$ cat src/rtl/cfg_bank_pkg.sv
package cfg_bank_pkg;
  localparam int BANK_AW   = 8;
  localparam int BANK_DW   = 8;
  localparam int NUM_SLOTS = 5;

  typedef logic [BANK_AW-1:0] addr_t;
  typedef logic [BANK_DW-1:0] data_t;

  localparam addr_t ADDR_SMOOTH  = 8'h10;
  localparam addr_t ADDR_HYST    = 8'h11;
  localparam addr_t ADDR_SCRATCH = 8'h30;
  localparam addr_t ADDR_CTRL    = 8'h40;
  localparam addr_t ADDR_BYPASS  = 8'h7D;
  localparam addr_t ADDR_TEST_A  = 8'h7E;
  localparam addr_t ADDR_TEST_B  = 8'h7F;

  localparam int SLOT_SMOOTH  = 0;
  localparam int SLOT_HYST    = 1;
  localparam int SLOT_SCRATCH = 2;
  localparam int SLOT_CTRL    = 3;
  localparam int SLOT_BYPASS  = 4;

  localparam int RUN_BIT  = 0;
  localparam int LOCK_BIT = 1;

  function automatic addr_t slot_addr(int idx);
    case (idx)
      SLOT_SMOOTH:  return ADDR_SMOOTH;
      SLOT_HYST:    return ADDR_HYST;
      SLOT_SCRATCH: return ADDR_SCRATCH;
      SLOT_CTRL:    return ADDR_CTRL;
      default:      return ADDR_BYPASS;
    endcase
  endfunction

  function automatic data_t slot_mask(int idx);
    case (idx)
      SLOT_HYST: return data_t'(1);
      SLOT_CTRL: return data_t'(1) << RUN_BIT;
      default:   return '1;
    endcase
  endfunction

  function automatic bit slot_lockable(int idx);
    return (idx == SLOT_SMOOTH) || (idx == SLOT_HYST) || (idx == SLOT_BYPASS);
  endfunction
endpackage

$ cat src/rtl/cfg_reg_slot.sv
module cfg_reg_slot
  import cfg_bank_pkg::*;
#(
  parameter addr_t ADDR     = 8'h00,
  parameter data_t MASK     = '1,
  parameter bit    LOCKABLE = 1'b0
) (
  input  logic  clk,
  input  logic  rst_n,
  input  logic  wr_en,
  input  addr_t addr,
  input  data_t wdata,
  input  logic  locked,
  output data_t q
);
  logic hit, accept;

  assign hit = wr_en && (addr == ADDR);

  generate
    if (LOCKABLE) begin : g_guarded
      assign accept = hit && !locked;
    end else begin : g_open
      assign accept = hit;
    end
  endgenerate

  always_ff @(posedge clk) begin
    if (!rst_n)      q <= '0;
    else if (accept) q <= wdata & MASK;
  end

  p_write_lands_r2: assert property (@(posedge clk) disable iff (!rst_n)
    (hit && !(LOCKABLE && locked)) |=> (q == ($past(wdata) & MASK)));

  generate
    if (LOCKABLE) begin : g_lock_chk
      p_locked_hold_r3: assert property (@(posedge clk) disable iff (!rst_n)
        locked |=> $stable(q));
    end
  endgenerate
endmodule

$ cat src/rtl/cfg_lock_flag.sv
module cfg_lock_flag (
  input  logic clk,
  input  logic rst_n,
  input  logic set_req,
  output logic locked
);
  always_ff @(posedge clk) begin
    if (!rst_n)       locked <= 1'b0;
    else if (set_req) locked <= 1'b1;
  end

  p_lock_sticky_r4: assert property (@(posedge clk) disable iff (!rst_n)
    locked |=> locked);
  p_lock_sets_r4: assert property (@(posedge clk) disable iff (!rst_n)
    set_req |=> locked);
endmodule

$ cat src/rtl/cfg_read_mux.sv
module cfg_read_mux
  import cfg_bank_pkg::*;
(
  input  addr_t addr,
  input  data_t slot_q [NUM_SLOTS],
  input  logic  locked,
  output data_t rdata
);
  always_comb begin
    rdata = '0;
    for (int i = 0; i < NUM_SLOTS; i++) begin
      if (addr == slot_addr(i)) rdata = slot_q[i];
    end
    if (addr == ADDR_CTRL) rdata[LOCK_BIT] = locked;
  end
endmodule

$ cat src/rtl/cfg_lock_bank.sv
module cfg_lock_bank
  import cfg_bank_pkg::*;
(
  input  logic       clk,
  input  logic       rst_n,
  input  logic [7:0] bus_addr,
  input  logic [7:0] bus_wdata,
  input  logic       bus_wr,
  output logic [7:0] bus_rdata,
  output logic [2:0] slow_smooth,
  output logic       therm_manual,
  output logic       sync_slave,
  output logic       sync_master,
  output logic       core_low_en,
  output logic       extra_slow,
  output logic       hyst_disable,
  output logic       run_en,
  output logic [7:0] bypass_cfg,
  output logic       locked
);
  data_t slot_q [NUM_SLOTS];
  logic  lock_q;
  logic  lock_req;

  generate
    for (genvar s = 0; s < NUM_SLOTS; s++) begin : g_slot
      cfg_reg_slot #(
        .ADDR     (slot_addr(s)),
        .MASK     (slot_mask(s)),
        .LOCKABLE (slot_lockable(s))
      ) i_slot (
        .clk    (clk),
        .rst_n  (rst_n),
        .wr_en  (bus_wr),
        .addr   (bus_addr),
        .wdata  (bus_wdata),
        .locked (lock_q),
        .q      (slot_q[s])
      );
    end
  endgenerate

  assign lock_req = bus_wr && (bus_addr == ADDR_CTRL) && bus_wdata[LOCK_BIT];

  cfg_lock_flag i_lock (
    .clk     (clk),
    .rst_n   (rst_n),
    .set_req (lock_req),
    .locked  (lock_q)
  );

  cfg_read_mux i_rmux (
    .addr   (bus_addr),
    .slot_q (slot_q),
    .locked (lock_q),
    .rdata  (bus_rdata)
  );

  assign slow_smooth  = slot_q[SLOT_SMOOTH][2:0];
  assign therm_manual = slot_q[SLOT_SMOOTH][3];
  assign sync_slave   = slot_q[SLOT_SMOOTH][4];
  assign sync_master  = slot_q[SLOT_SMOOTH][5];
  assign core_low_en  = slot_q[SLOT_SMOOTH][6];
  assign extra_slow   = slot_q[SLOT_SMOOTH][7];
  assign hyst_disable = slot_q[SLOT_HYST][0];
  assign run_en       = slot_q[SLOT_CTRL][RUN_BIT];
  assign bypass_cfg   = slot_q[SLOT_BYPASS];
  assign locked       = lock_q;

  p_test_zero_r6: assert property (@(posedge clk) disable iff (!rst_n)
    ((bus_addr == ADDR_TEST_A) || (bus_addr == ADDR_TEST_B)) |-> (bus_rdata == 8'h00));
  p_hyst_resv_r7: assert property (@(posedge clk) disable iff (!rst_n)
    (bus_addr == ADDR_HYST) |-> (bus_rdata[7:1] == 7'd0));
  p_ctrl_resv_r7: assert property (@(posedge clk) disable iff (!rst_n)
    (bus_addr == ADDR_CTRL) |-> (bus_rdata[7:2] == 6'd0));
endmodule

$ cat config.mk
export PLATFORM = sky130hd
export DESIGN_NAME = cfg_lock_bank
export DESIGN_NICKNAME = d
export VERILOG_FILES = /design/src/rtl/cfg_bank_pkg.sv /design/src/rtl/cfg_reg_slot.sv /design/src/rtl/cfg_lock_flag.sv /design/src/rtl/cfg_read_mux.sv /design/src/rtl/cfg_lock_bank.sv
export SDC_FILE = /design/constraint.sdc
export NUM_CORES = 1
export LEC_CHECK = 0
export ABC_AREA = 0
export BUFFER_PORTS_ARGS = -buffer_cell sky130_fd_sc_hd__buf_2
export CORE_UTILIZATION = 53
export DETAILED_ROUTE_END_ITERATION = 6
export GPL_TIMING_DRIVEN = 0
export PLACE_DENSITY = 0.9
export SETUP_SLACK_MARGIN = 0.05
export SYNTH_ARGS = -nofsm -noshare
export SYNTH_HDL_FRONTEND = slang
export SYNTH_SLANG_ARGS = --single-unit
$ cat constraint.sdc
create_clock -name clk -period 5 [get_ports clk]
set_input_delay 1 -clock clk [delete_from_list [all_inputs] [get_ports clk]]
set_output_delay 1 -clock clk [all_outputs]
set_load 0.01 [all_outputs]
==> impl_metrics.yaml <==
synth:
  yosysTopAreaCell: "dfxtp_1"
  ys_top_cells_by_area: "dfxtp_1, mux2i_1, nor2b_1, nand2_1, a21boi_0"
  ys_seq_area_frac: 0.395
  synth_top_area_frac: 0.395
  synth_area_per_cell_um2: 9.12
  syn_area_um2: 1370
  synth_warnings: 0
  ys_seq_elements: 27
  synth.distinct_cells: 28
  synth_cells: 150
  synthesis.nets: 169
clock_tree:
  cts_tree: "yes"
  cts_buffers: 3
  postCtsHoldBufs: 0
  post_cts_resized: 0
  clockBufferDepth: 2
  cts.sinks: 27
  htree_levels: 1
  cts_setup_buffers: 0
  clkTransAtPathRegs_ps: 140
  clk_latency_ps: 320
  cts-root-buf: "clkbuf_4"
cells_and_area:
  nets: 217
  drive_gt1_frac: 0.264
  num_antenna_cells: 0
  area_delta_synth_final_pct: 20.4
  instances_no_fill: 227
  fill_cells: 218
placed_design:
  io_buffers: 43
  dp_hpwl_um: 2600
  dp_cells: 223
  gp_congestion: 0.953
timing:
  drv_slew: 0
  hold_viol_final: 0
  rsz0062_at_grt: "no"
  fin_skew_ps: 2.07
  fin_hold_ws_ps: 479
  slew_headroom: 0.135
  tightest_slew_ps: 1280
  period_minus_slack_ps: 4140
  setup_viol: 0
  fin_setup_tns_ps: 0
  fmax_ghz: 0.242
  post-route-period-util: 0.828
routing:
  vias: 1317
  post_drt_wl_per_cell_um: 15.5
  drt.antenna.violating_nets: 0
  dr.pass1.iters: 6
  drcViolationCount: 0
  vias_per_cell: 5.80
  drtIter0Drc: 49
  wirelength_um: 3530
pwr:
  peakVddDrop_uv: 166
  p_per_area_nw_per_um2: 207
  p_leak_uw: 0.000677
status:
  outcome: "finished clean"
critical_path:
  critPathMaxStageDelay_ps: 1050
  path_delay_family: "simple AND/OR/NAND/NOR gates"
  critPathLaunchType: "input port"
  critPathRequiredTime_ps: 4000
  worst_setup_path_end_kind: "primary output"
  critical_path.slowest_cell: "nor4_1"
  worstPathMaxFanout: 6
  crit_chain: "buf_2, or4_4, nor4_1, a222oi_1, inv_1, buf_2"
  crit_arrival_ps: 3140
  path_buf_inv: 3
  crit_type: "input port to primary output"
  cp_common_cell: "buf_2"
floorplan:
  rows: 18
  initial_core_util: 0.557
  dieWidth_um: 52.8
  core_area_um2: 2450
  dieHeight_um: 52.8
  io_pins: 46
  die_area_um2: 2790
global_routing:
  grt.overflow.total: 0
  grt_pass1_wl_um: 5310
  grt.total_usage: 0.265
  grt_antenna_before_repair: 0
  grt_pass1_vias: 1224
  grt_max_degree: 15
hold_path:
  hp-class: "flip-flop to flip-flop"
job:
  cap_violations: 0
-- kinds of logic after synthesis --
| family | Yosys count | synth area share |
|---|---|---|
| flops | 27 | 0.395 |
| mux | 20 | 0.147 |
| simple gates | 75 | 0.330 |
| compound gates | 17 | 0.0961 |
| buf+inv | 11 | 0.0311 |
-- cell usage in the layout (no fill, tap or decap), types with 3 or more instances in the layout --
cell       n
mux2i_1   19
inv_1      4
nand2_1   20
a22oi_1    5
nor2_1     3
nor2b_1   22
dfxtp_1   27
clkbuf_1   7
a21boi_0   8
nand4_1    6
clkbuf_4   3
buf_2     44
nand3_1    8
-- state kept, by name, summed over array words and instances (netlist names) --
name	count
g_slot.i_slot.q	26
i_lock.locked	1
-- worst paths after layout --
path / startpoint / end / slack, ps / cells after the start
worst max-delay path: bus_addr[7] / bus_rdata[7] / 860 / 6
worst min register to register: g_slot[2].i_slot.q[5]$_SDFFE_PN0P_ / g_slot[2].i_slot.q[5]$_SDFFE_PN0P_ / 480 / 2
worst min-delay path: g_slot[2].i_slot.q[5]$_SDFFE_PN0P_ / g_slot[2].i_slot.q[5]$_SDFFE_PN0P_ / 480 / 2
worst max register to register: i_lock.locked$_SDFFE_PN0P_ / g_slot[0].i_slot.q[6]$_SDFFE_PN0P_ / 3000 / 4
-- power by group --
part	internal, µW	total [µW]	switching (µW)
Combinational	12.3	31.2	18.9
Sequential	215	216	0.181
Clock	31.2	93.6	62.4
Total	259	340	81.5
-- worst register-to-register path, delay by kind of cell (launching register included) --
| family | cells | cell delay (ps) |
|---|---|---|
| multiplexers | 1 | 270 |
| AND/OR/NAND/NOR | 3 | 1280 |
| flip-flops | 1 | 360 |
-- per-stage QoR --
| step | setup slack [ps] | instance area, µm² | power (µW) | util |
|---|---|---|---|---|
| floorplan | 1560 | 1370 | 236 | - |
| detailed placement | 862 | 1620 | 251 | 0.660 |
| CTS | 854 | 1650 | 342 | 0.671 |
| global placement | 944 | 1620 | 249 | 0.660 |
| global route | 727 | 1650 | 354 | 0.671 |
| finish | 862 | 1650 | 340 | 0.671 |
-- area by class of cell --
class / instances / area (µm²) / area share
timing repair buffer: 43 / 215 / 0.131
inverter: 4 / 15.0 / 0.00912
tap: 30 / 37.5 / 0.0228
buffer: 7 / 27.5 / 0.0167
sequential: 27 / 541 / 0.328
clock buffer: 4 / 26.3 / 0.0160
multi-input combinational: 112 / 785 / 0.476
-- Yosys cell counts --
| cell type | n |
|---|---|
| dfxtp_1 | 27 |
| nor2b_1 | 22 |
| nand2_1 | 20 |
| mux2i_1 | 19 |
| a21boi_0 | 8 |
| nand3_1 | 8 |
| clkbuf_1 | 6 |
| nand4_1 | 6 |
| a22oi_1 | 5 |
| inv_1 | 4 |
| nor2_1 | 3 |
| a222oi_1 | 2 |
| nand2b_1 | 2 |
| nor4_1 | 2 |
| nor4_4 | 2 |
| or4_1 | 2 |
| a211o_1 | 1 |
| a21oi_1 | 1 |
| and3_1 | 1 |
| and4_1 | 1 |
| and4b_1 | 1 |
| buf_2 | 1 |
| mux2_2 | 1 |
| nand4b_1 | 1 |
| nor3_1 | 1 |
| or2_2 | 1 |
| or4_4 | 1 |
| or4bb_1 | 1 |
-- per-layer routing --
| layer | share of wire | global-route usage | vias up |
|---|---|---|---|
| li1 | - | - | 630 |
| met1 | 0.43 | 0.313 | 615 |
| met2 | 0.48 | 0.456 | 62 |
| met3 | 0.070 | 0.0638 | 10 |
| met4 | 0.018 | 0.105 | 0 |
| met5 | 0 | 0 | - |
Power figures use the tool's default switching activity.
